==> src/rtl/dsp_mac_pkg.sv <==
package dsp_mac_pkg;
   typedef enum logic [2:0] {
      OP_NOP   = 3'd0,
      OP_CLR   = 3'd1,
      OP_MPY   = 3'd2,
      OP_MAC   = 3'd3,
      OP_MSC   = 3'd4,
      OP_SHIFT = 3'd5
   } mac_op_e;
endpackage

==> src/rtl/dsp_mul17.sv <==
module dsp_mul17 #(
   parameter int DATA_W = 16,
   localparam int EXT_W  = DATA_W + 1,
   localparam int PROD_W = 2 * EXT_W
) (
   input  logic [DATA_W-1:0]        a,
   input  logic [DATA_W-1:0]        b,
   input  logic                     a_sgn,
   input  logic                     b_sgn,
   output logic signed [PROD_W-1:0] prod
);
   logic signed [EXT_W-1:0] ax, bx;

   // extra top bit: copy of sign in signed mode, zero otherwise
   assign ax   = {a_sgn & a[DATA_W-1], a};
   assign bx   = {b_sgn & b[DATA_W-1], b};
   assign prod = ax * bx;

   generate
      if (DATA_W < 2) begin : g_bad_w
         $error("dsp_mul17: DATA_W must be at least 2");
      end
   endgenerate
endmodule

==> src/rtl/dsp_sat_add.sv <==
module dsp_sat_add #(
   parameter int ACC_W    = 40,
   parameter int PROD_W   = 34,
   parameter bit SATURATE = 1'b1,
   localparam int SUM_W   = ACC_W + 1
) (
   input  logic signed [ACC_W-1:0]  base,
   input  logic signed [PROD_W-1:0] prod,
   input  logic                     sub,
   output logic signed [ACC_W-1:0]  sum,
   output logic                     sat
);
   localparam logic [ACC_W-1:0] POS_RAIL = {1'b0, {(ACC_W-1){1'b1}}};
   localparam logic [ACC_W-1:0] NEG_RAIL = {1'b1, {(ACC_W-1){1'b0}}};

   logic signed [SUM_W-1:0] wb, wp, raw;
   logic                    ovf;

   assign wb  = {base[ACC_W-1], base};
   assign wp  = {{(SUM_W-PROD_W){prod[PROD_W-1]}}, prod};
   assign raw = sub ? (wb - wp) : (wb + wp);
   assign ovf = raw[SUM_W-1] ^ raw[SUM_W-2];

   generate
      if (PROD_W >= ACC_W) begin : g_bad_w
         $error("dsp_sat_add: accumulator must be wider than the product");
      end
      if (SATURATE) begin : g_clamp
         assign sum = ovf ? (raw[SUM_W-1] ? NEG_RAIL : POS_RAIL) : raw[ACC_W-1:0];
         assign sat = ovf;
      end else begin : g_wrap
         assign sum = raw[ACC_W-1:0];
         assign sat = 1'b0;
      end
   endgenerate
endmodule

==> src/rtl/dsp_shift40.sv <==
module dsp_shift40 #(
   parameter int ACC_W    = 40,
   parameter int SH_W     = 5,
   parameter bit SATURATE = 1'b1
) (
   input  logic signed [ACC_W-1:0] src,
   input  logic        [SH_W-1:0]  amt,
   output logic signed [ACC_W-1:0] res,
   output logic                    sat
);
   localparam logic [ACC_W-1:0] POS_RAIL = {1'b0, {(ACC_W-1){1'b1}}};
   localparam logic [ACC_W-1:0] NEG_RAIL = {1'b1, {(ACC_W-1){1'b0}}};

   logic                    go_left, lost;
   logic [SH_W-1:0]         mag;
   logic signed [ACC_W-1:0] rsh, lsh, back;

   assign go_left = amt[SH_W-1];
   assign mag     = go_left ? (~amt + 1'b1) : amt;
   assign rsh     = src >>> mag;
   assign lsh     = src << mag;
   assign back    = lsh >>> mag;
   assign lost    = go_left && (back != src);

   generate
      if ((1 << (SH_W-1)) >= ACC_W) begin : g_bad_w
         $error("dsp_shift40: shift range exceeds accumulator width");
      end
      if (SATURATE) begin : g_clamp
         assign res = !go_left ? rsh : (lost ? (src[ACC_W-1] ? NEG_RAIL : POS_RAIL) : lsh);
         assign sat = lost;
      end else begin : g_wrap
         assign res = go_left ? lsh : rsh;
         assign sat = 1'b0;
      end
   endgenerate
endmodule

==> src/rtl/dsp_mac_engine.sv <==
module dsp_mac_engine #(
   parameter int DATA_W    = 16,
   parameter int ACC_W     = 40,
   parameter int SHIFT_MAX = 16,
   parameter bit SATURATE  = 1'b1,
   localparam int SH_W     = $clog2(SHIFT_MAX) + 1,
   localparam int PROD_W   = 2 * (DATA_W + 1),
   localparam int GUARD_LO = 2 * DATA_W - 1
) (
   input  logic              clk,
   input  logic              rst_n,
   input  logic [2:0]        op,
   input  logic              acc_sel,
   input  logic              a_signed,
   input  logic              b_signed,
   input  logic [DATA_W-1:0] opnd_a,
   input  logic [DATA_W-1:0] opnd_b,
   input  logic              shift_src,
   input  logic [SH_W-1:0]   shift_amt,
   input  logic [DATA_W-1:0] reg_val,
   output logic [ACC_W-1:0]  acc_a,
   output logic [ACC_W-1:0]  acc_b,
   output logic              guard_a,
   output logic              guard_b,
   output logic              sat_a,
   output logic              sat_b
);
   import dsp_mac_pkg::*;

   localparam logic [ACC_W-1:0] POS_RAIL = {1'b0, {(ACC_W-1){1'b1}}};
   localparam logic [ACC_W-1:0] NEG_RAIL = {1'b1, {(ACC_W-1){1'b0}}};

   mac_op_e                 opc;
   logic signed [PROD_W-1:0] prod;
   logic signed [ACC_W-1:0]  cur, base, add_sum, sh_src, sh_res;
   logic                    add_sat, sh_sat, is_sub;
   logic                    wr_en, clr_flag, set_flag;
   logic [ACC_W-1:0]        nxt_val;

   assign opc    = mac_op_e'(op);
   assign cur    = acc_sel ? acc_b : acc_a;
   assign base   = (opc == OP_MPY) ? '0 : cur;
   assign is_sub = (opc == OP_MSC);
   assign sh_src = shift_src ? {{(ACC_W-DATA_W){reg_val[DATA_W-1]}}, reg_val} : cur;

   dsp_mul17 #(.DATA_W(DATA_W)) u_mul (
      .a(opnd_a), .b(opnd_b), .a_sgn(a_signed), .b_sgn(b_signed), .prod(prod)
   );

   dsp_sat_add #(.ACC_W(ACC_W), .PROD_W(PROD_W), .SATURATE(SATURATE)) u_add (
      .base(base), .prod(prod), .sub(is_sub), .sum(add_sum), .sat(add_sat)
   );

   dsp_shift40 #(.ACC_W(ACC_W), .SH_W(SH_W), .SATURATE(SATURATE)) u_shf (
      .src(sh_src), .amt(shift_amt), .res(sh_res), .sat(sh_sat)
   );

   always_comb begin
      wr_en    = 1'b0;
      clr_flag = 1'b0;
      set_flag = 1'b0;
      nxt_val  = cur;
      case (opc)
         OP_CLR: begin
            wr_en = 1'b1; clr_flag = 1'b1; nxt_val = '0;
         end
         OP_MPY, OP_MAC, OP_MSC: begin
            wr_en = 1'b1; set_flag = add_sat; nxt_val = add_sum;
         end
         OP_SHIFT: begin
            wr_en = 1'b1; set_flag = sh_sat; nxt_val = sh_res;
         end
         default: ;
      endcase
   end

   always_ff @(posedge clk) begin
      if (!rst_n) begin
         acc_a <= '0;
         acc_b <= '0;
         sat_a <= 1'b0;
         sat_b <= 1'b0;
      end else if (wr_en) begin
         if (acc_sel) begin
            acc_b <= nxt_val;
            sat_b <= !clr_flag && (sat_b || set_flag);
         end else begin
            acc_a <= nxt_val;
            sat_a <= !clr_flag && (sat_a || set_flag);
         end
      end
   end

   assign guard_a = |acc_a[ACC_W-1:GUARD_LO] && !(&acc_a[ACC_W-1:GUARD_LO]);
   assign guard_b = |acc_b[ACC_W-1:GUARD_LO] && !(&acc_b[ACC_W-1:GUARD_LO]);

   generate
      if (GUARD_LO + 2 > ACC_W) begin : g_bad_w
         $error("dsp_mac_engine: no guard bits above the product");
      end
   endgenerate


   clr_zero_chk: assert property (@(posedge clk) disable iff (!rst_n)
      (op == 3'd1 && !acc_sel) |=> (acc_a == '0 && !sat_a));

   hold_b_chk: assert property (@(posedge clk) disable iff (!rst_n)
      (!acc_sel) |=> $stable(acc_b));

   hold_a_chk: assert property (@(posedge clk) disable iff (!rst_n)
      (acc_sel) |=> $stable(acc_a));

   sat_sticky_chk: assert property (@(posedge clk) disable iff (!rst_n)
      (sat_b && !(op == 3'd1 && acc_sel)) |=> sat_b);

   sat_clamp_chk: assert property (@(posedge clk) disable iff (!rst_n)
      $rose(sat_a) |-> (acc_a == POS_RAIL || acc_a == NEG_RAIL));

   idle_chk: assert property (@(posedge clk) disable iff (!rst_n)
      (op == 3'd0 || op > 3'd5) |=> ($stable(sat_a) && $stable(sat_b)));
endmodule

==> config.mk <==
export PLATFORM = sky130hd
export DESIGN_NAME = dsp_mac_engine
export DESIGN_NICKNAME = d
export VERILOG_FILES = /design/src/rtl/dsp_mac_pkg.sv /design/src/rtl/dsp_mul17.sv /design/src/rtl/dsp_sat_add.sv /design/src/rtl/dsp_shift40.sv /design/src/rtl/dsp_mac_engine.sv
export SDC_FILE = /design/constraint.sdc
export NUM_CORES = 2
export LEC_CHECK = 0
export CAP_MARGIN = 30
export CORE_MARGIN = 1
export CORE_UTILIZATION = 31
export CTS_BUF_LIST = sky130_fd_sc_hd__clkbuf_4 sky130_fd_sc_hd__clkbuf_8
export CTS_CLUSTER_DIAMETER = 60
export DETAILED_ROUTE_END_ITERATION = 8
export PLACE_DENSITY = 0.56
export SLEW_MARGIN = 20
export SYNTH_ARGS = -nofsm -noshare
export SYNTH_HDL_FRONTEND = slang
export SYNTH_HIERARCHICAL = 1
export SYNTH_SLANG_ARGS = --single-unit
==> constraint.sdc <==
create_clock -name clk -period 14.05 [get_ports clk]
set_input_delay 1.405 -clock clk [delete_from_list [all_inputs] [get_ports clk]]
set_output_delay 1.405 -clock clk [all_outputs]
set_load 0.05 [all_outputs]
### After elaboration in Yosys (flattened, before gate mapping)

Index checks and enable logic that the tools add are counted.

* div/mod/pow operators: 0
* $mul: 1
* add/subtract/negate cells: 3
* reductions and logical operators: 18
* shift-type cells: 3
* equal/unequal tests: 6
* mux-type cells: 14
* order comparisons: 0
* bitwise operators: 5

Operator list (count)
* 2-to-1 mux 40 bit: 8
* case mux 40 bit (3 select lines): 1
* >>> shifter 40 x 5 -> 40 bit: 2
* adder 40 x 34 -> 41 bit: 1
* 2-to-1 mux 41 bit: 1
* subtractor 40 x 34 -> 41 bit: 1
* inequality test 40 bit: 1
* left shift 40 x 5 -> 40 bit: 1
* multiplier 17 x 17 -> 34 bit: 1
* AND reduction 9 bit: 2
* OR reduction 9 bit: 2
* == test 3 x 2 -> 1 bit (second input constant): 2
* == test 3 bit (second input constant): 2
* adder 5 x 1 -> 5 bit (second input constant): 1
* logical AND 1 bit: 5
* 2-to-1 mux 5 bit: 1
* inverter 5 bit: 1
* OR reduction 5 bit: 1
* AND reduction 2 bit: 2
* == test 3 x 1 -> 1 bit (second input constant): 1
* logical NOT 1 bit: 3
* OR reduction 3 bit: 1
* bitwise AND 1 bit: 2
* logical OR 1 bit: 2
* other kinds (4): 5

* word-level logic and storage cells: 54
* latch bits: 0
* register bits: 82
* memories: 0
* output and inout port bits: 84
* input bits: 62
* memory bits (read-only): 0
* bits in writable memories: 0

### Longest topological paths before layout

* word-level depth: 10
* gate-level depth with buffers: 46

### Hierarchy

The synthesis kept the hierarchy.

Modules (own cells, without submodules)
* dsp_mul17: cells each 1194, instances 1, sequential area each 0.0 µm², area each 10839.1 µm²
* dsp_shift40: cells each 1146, instances 1, sequential area each 0.0 µm², area each 7866.3 µm²
* dsp_mac_engine: cells each 554, instances 1, sequential area each 1641.6 µm², area each 5591.6 µm²
* dsp_sat_add: cells each 481, instances 1, sequential area each 0.0 µm², area each 3362.0 µm²

### Least setup slack after synthesis

Ideal clock, no wire load.

* path kind: input -> register
* start: in opnd_b[10]
* end: reg acc_a[9]
* setup slack: 3602 ps
* setup time: 119 ps
* stages on the path: 41
* buffers on the path: 3
* data required time: 13931 ps
* arrival time: 10329 ps
* cell sequence: clkbuf_1 clkbuf_1 nand2_1 fa_1 inv_1 fa_1 inv_1 fa_1 inv_1 fa_1 fa_1 inv_1 fa_1 inv_1 ha_1 o21a_1 a21oi_1 a31oi_2 (+5 left out) nand2_1 or3_4 nor3_4 a21oi_1 xnor2_1 ha_1 clkbuf_1 nand2_1 nor2_1 and3_1 a21oi_1 nand3_1 or3_4 and2_1 maj3_1 nor4b_1 a211oi_2 o221a_2

* longest elaborated chain between the ends: 6

RTL lines
* start: declaration: RTL line dsp_mac_engine.sv:17 `input logic [DATA_W-1:0] opnd_b,`
* multiplier 17 x 17 -> 34 bit (*): RTL line dsp_mul17.sv:17 `assign prod = ax * bx;`
* via prod[27]: RTL line dsp_mac_engine.sv:34 `logic signed [PROD_W-1:0] prod;`
* adder 40 x 34 -> 41 bit or subtractor 40 x 34 -> 41 bit (tied branches): RTL line dsp_sat_add.sv:21 `assign raw = sub ? (wb - wp) : (wb + wp);`
* 2-to-1 mux 41 bit (*): RTL line dsp_sat_add.sv:21
* 2-to-1 mux 40 bit or XOR 1 bit (tied branches): RTL line dsp_sat_add.sv:29, dsp_sat_add.sv:22
* 2-to-1 mux 40 bit (*): RTL line dsp_sat_add.sv:29 `assign sum = ovf ? (raw[SUM_W-1] ? NEG_RAIL : POS_RAIL) : raw[ACC_W-1:0];`
* via add_sum[9]: RTL line dsp_mac_engine.sv:35 `logic signed [ACC_W-1:0] cur, base, add_sum, sh_src, sh_res;`
* case mux 40 bit (3 select lines) (*): RTL line dsp_mac_engine.sv:63 `case (opc)`
* end signal: assignment: RTL line dsp_mac_engine.sv:88 `acc_a <= nxt_val;`
* end: declaration: RTL line dsp_mac_engine.sv:21 `output logic [ACC_W-1:0] acc_a,`

The timed path passes the listed nets; every way through them passes the cells marked *.
A chain may end at the register's enable or synchronous reset.

### Worst setup path in the final report

* start: in opnd_b[15]
* end: reg acc_b[8]

* longest elaborated chain between the ends: 7

RTL lines
* bitwise AND 1 bit: RTL line dsp_mul17.sv:16 `assign bx = {b_sgn & b[DATA_W-1], b};`
* multiplier 17 x 17 -> 34 bit (*): RTL line dsp_mul17.sv:17
* via prod[20]: RTL line dsp_mac_engine.sv:34
* adder 40 x 34 -> 41 bit or subtractor 40 x 34 -> 41 bit (tied branches): RTL line dsp_sat_add.sv:21
* 2-to-1 mux 41 bit (*): RTL line dsp_sat_add.sv:21
* 2-to-1 mux 40 bit or XOR 1 bit (tied branches): RTL line dsp_sat_add.sv:29, dsp_sat_add.sv:22
* 2-to-1 mux 40 bit (*): RTL line dsp_sat_add.sv:29
* via add_sum[8]: RTL line dsp_mac_engine.sv:35
* case mux 40 bit (3 select lines) (*): RTL line dsp_mac_engine.sv:63
* end signal: assignment: RTL line dsp_mac_engine.sv:85 `acc_b <= nxt_val;`
* end: declaration: RTL line dsp_mac_engine.sv:22 `output logic [ACC_W-1:0] acc_b,`

Marked as above.

==> impl_metrics.yaml <==
run_status:
  outcome: "completed"
cells_and_area:
  syn_to_final_growth_pct: 8.789
  nets: 3834
  final_area_um2: 30090
  instances_no_fill: 4519
  drive_above_1_share_pct: 11.06
  layout_common_cells: "nand2_1, inv_1, fa_1, nor2_1, mux2i_1"
  final_common_cell: "nand2_1"
detailed_routing:
  ant_nets: 0
  wl_mm: 113.9
  drt_iter0_markers: 3474
  first_pass_iters: 6
  remaining_drc_errors: 0
  post_drt_wl_per_cell_um: 25.20
  dr_total_vias: 26860
  vias_per_cell: 5.943
timing:
  rsz0062_at_grt: "no"
  final-hold-violation-count: 0
  fin_setup_tns_ns: 0
  max_freq_mhz: 82.14
  fin_crit_ns: 12.17
  timing.final.crit_share_pct: 86.65
  worst_pin_slew_ns: 1.067
  maxSlewViolCount: 0
  worst_slack_ns: 1.876
  slew_headroom_pct: 28.84
  fin_worst_skew_ns: 0.04770
  setup_violations: 0
global_routing:
  grt_max_degree: 89
  grt.busiest_layer: "met2"
  grtUsageMet2_pct: 36.90
  antenna_found_initial: 3
  met3_usage_pct: 4.351
  grt_pass1_vias: 25720
  grt_pass1_wl_mm: 170.3
  gr-total-overflow: 0
  grt.total_usage_pct: 24.79
  grtUsageMet1_pct: 34.95
yosys:
  synth_nets: 3861
  synth-seq-area-share_pct: 5.935
  synthCells: 3375
  synth_enable_flop_cells: 0
  ys_seq_elements: 82
  synth_flop_cell: "dfxtp_1"
  ys_types: 123
  async_flop_share_pct: 0
  syn_avg_cell_area_um2: 8.195
  yosysWarningCount: 6
  synth_area_um2: 27660
die:
  core_area_um2: 88370
  initial_utilization_pct: 31.30
  die_w_um: 300.7
  die_h_um: 300.7
  rows: 109
  die_area_um2: 90420
  pin_count: 146
cts:
  cts_tree: "done"
  cts_resized: 0
  clk_pin_slew_worst_paths_ns: 0.10
  clk_path_buf_depth: 2
  cts_buffers: 9
  cts_setup_buffers: 0
  cts-root-buf: "clkbuf_8"
  cts_num_sinks: 82
  hold_buffers: 0
  ctsHtreeMaxLevel: 3
  clock_latency_ns: 0.48
worst_setup_path:
  path_max_fanout: 30
  r2r_slack_ns: 6.42
  crit_type: "primary input to flop"
  slowest_delay_ns: 0.79
  r2r-start: "acc_b[15]"
  end_kind: "flop"
  worstPathArrival_ns: 12.52
  r2r_end: "acc_a[25]"
  cp.required_ns: 14.40
  ff2ff_path_depth: 19
  cp-start-kind: "primary input"
  slowest_stage: "clkdlybuf4s50_1"
min_path:
  whs_path_depth: 1
  hp-start: "acc_b[5]"
  hp-class: "flop to flop"
  whs_endpoint: "acc_b[5]"
place:
  dpl.cell_count: 4499
  placedInstanceArea_um2: 29850
  portBuffers: 145
  gp_congestion: 1.074
  dp_slack_ns: 1.364
  dp_hpwl_mm: 88.13
job:
  maxCapViolCount: 0
-- stage by stage --
step,util (%),hold WS [ns]
after floorplan,-,0.7543
after global placement,33.76,0.5344
after detailed placement,33.78,0.5368
after CTS,33.98,0.5677
after global routing,34.05,0.5853
final,34.05,0.5654
-- cell type report --
cell class / instances / area, um2
Fill cell: 9369 / 58280
Multi-Input combinational cell: 2699 / 23550
Timing Repair Buffer: 214 / 1977
Sequential cell: 82 / 1642
Tap cell: 1165 / 1458
Inverter: 342 / 1284
Clock buffer: 10 / 131.4
Clock inverter: 6 / 47.55
Antenna cell: 1 / 2.502
-- worst max path at each step --
stage                 to  slack [ns]  cells past startpoint       start
6_report        acc_b[8]        1.88                     42  opnd_b[15]
4_1_cts        acc_a[32]        1.83                     42  opnd_b[15]
5_1_grt         acc_b[8]        1.17                     42  opnd_b[15]
2_1_floorplan   acc_a[9]        3.60                     41  opnd_b[10]
3_5_place_dp   acc_b[31]        1.36                     42  opnd_b[15]
3_3_place_gp    acc_b[8]        1.49                     40  opnd_b[15]
-- metal layers --
layer,vias to the layer above,share of wire [%]
met3,274,9.3
met5,-,0.011
li1,11820,-
met2,1421,43
met1,13340,43
met4,2,5.0
-- state kept, by name (all words and copies together), names as in the netlist --
register / flops
acc_a: 40
acc_b: 40
sat_a: 1
sat_b: 1
-- cell usage after synthesis (all sizes together), types with 84 or more instances --
library cell / number / area [um2]
ha: 127 / 1589
inv: 341 / 1280
o21ai: 129 / 694.4
a21oi: 194 / 989.7
o221a: 84 / 945.9
buf: 120 / 774.5
nand2: 364 / 1371
xnor2: 91 / 830.8
fa: 297 / 5946
nor2: 235 / 904.6
clkbuf: 132 / 498.0
and2: 146 / 915.9
mux2i: 204 / 2046
-- critical path, delay by kind of cell --
family          cells  cell delay (ns)
fa+ha+maj           8             3.89
compound gates     14             2.72
simple gates       11             2.29
buf+inv             6             1.66
xor+xnor            3             0.54
-- kinds of logic after synthesis --
kind of cell    count (synthesis)  synth area share [%]
mux                           273                 10.60
buf+inv                       594                 9.242
flops                          82                 5.935
simple gates                 1070                 20.65
xor+xnor                      115                 3.832
compound gates                815                 22.43
fa+ha+maj                     426                 27.31
Power is left out: the tool's default activity adds up to more than one toggle a clock period on the data nets, which glitch-free logic cannot reach.
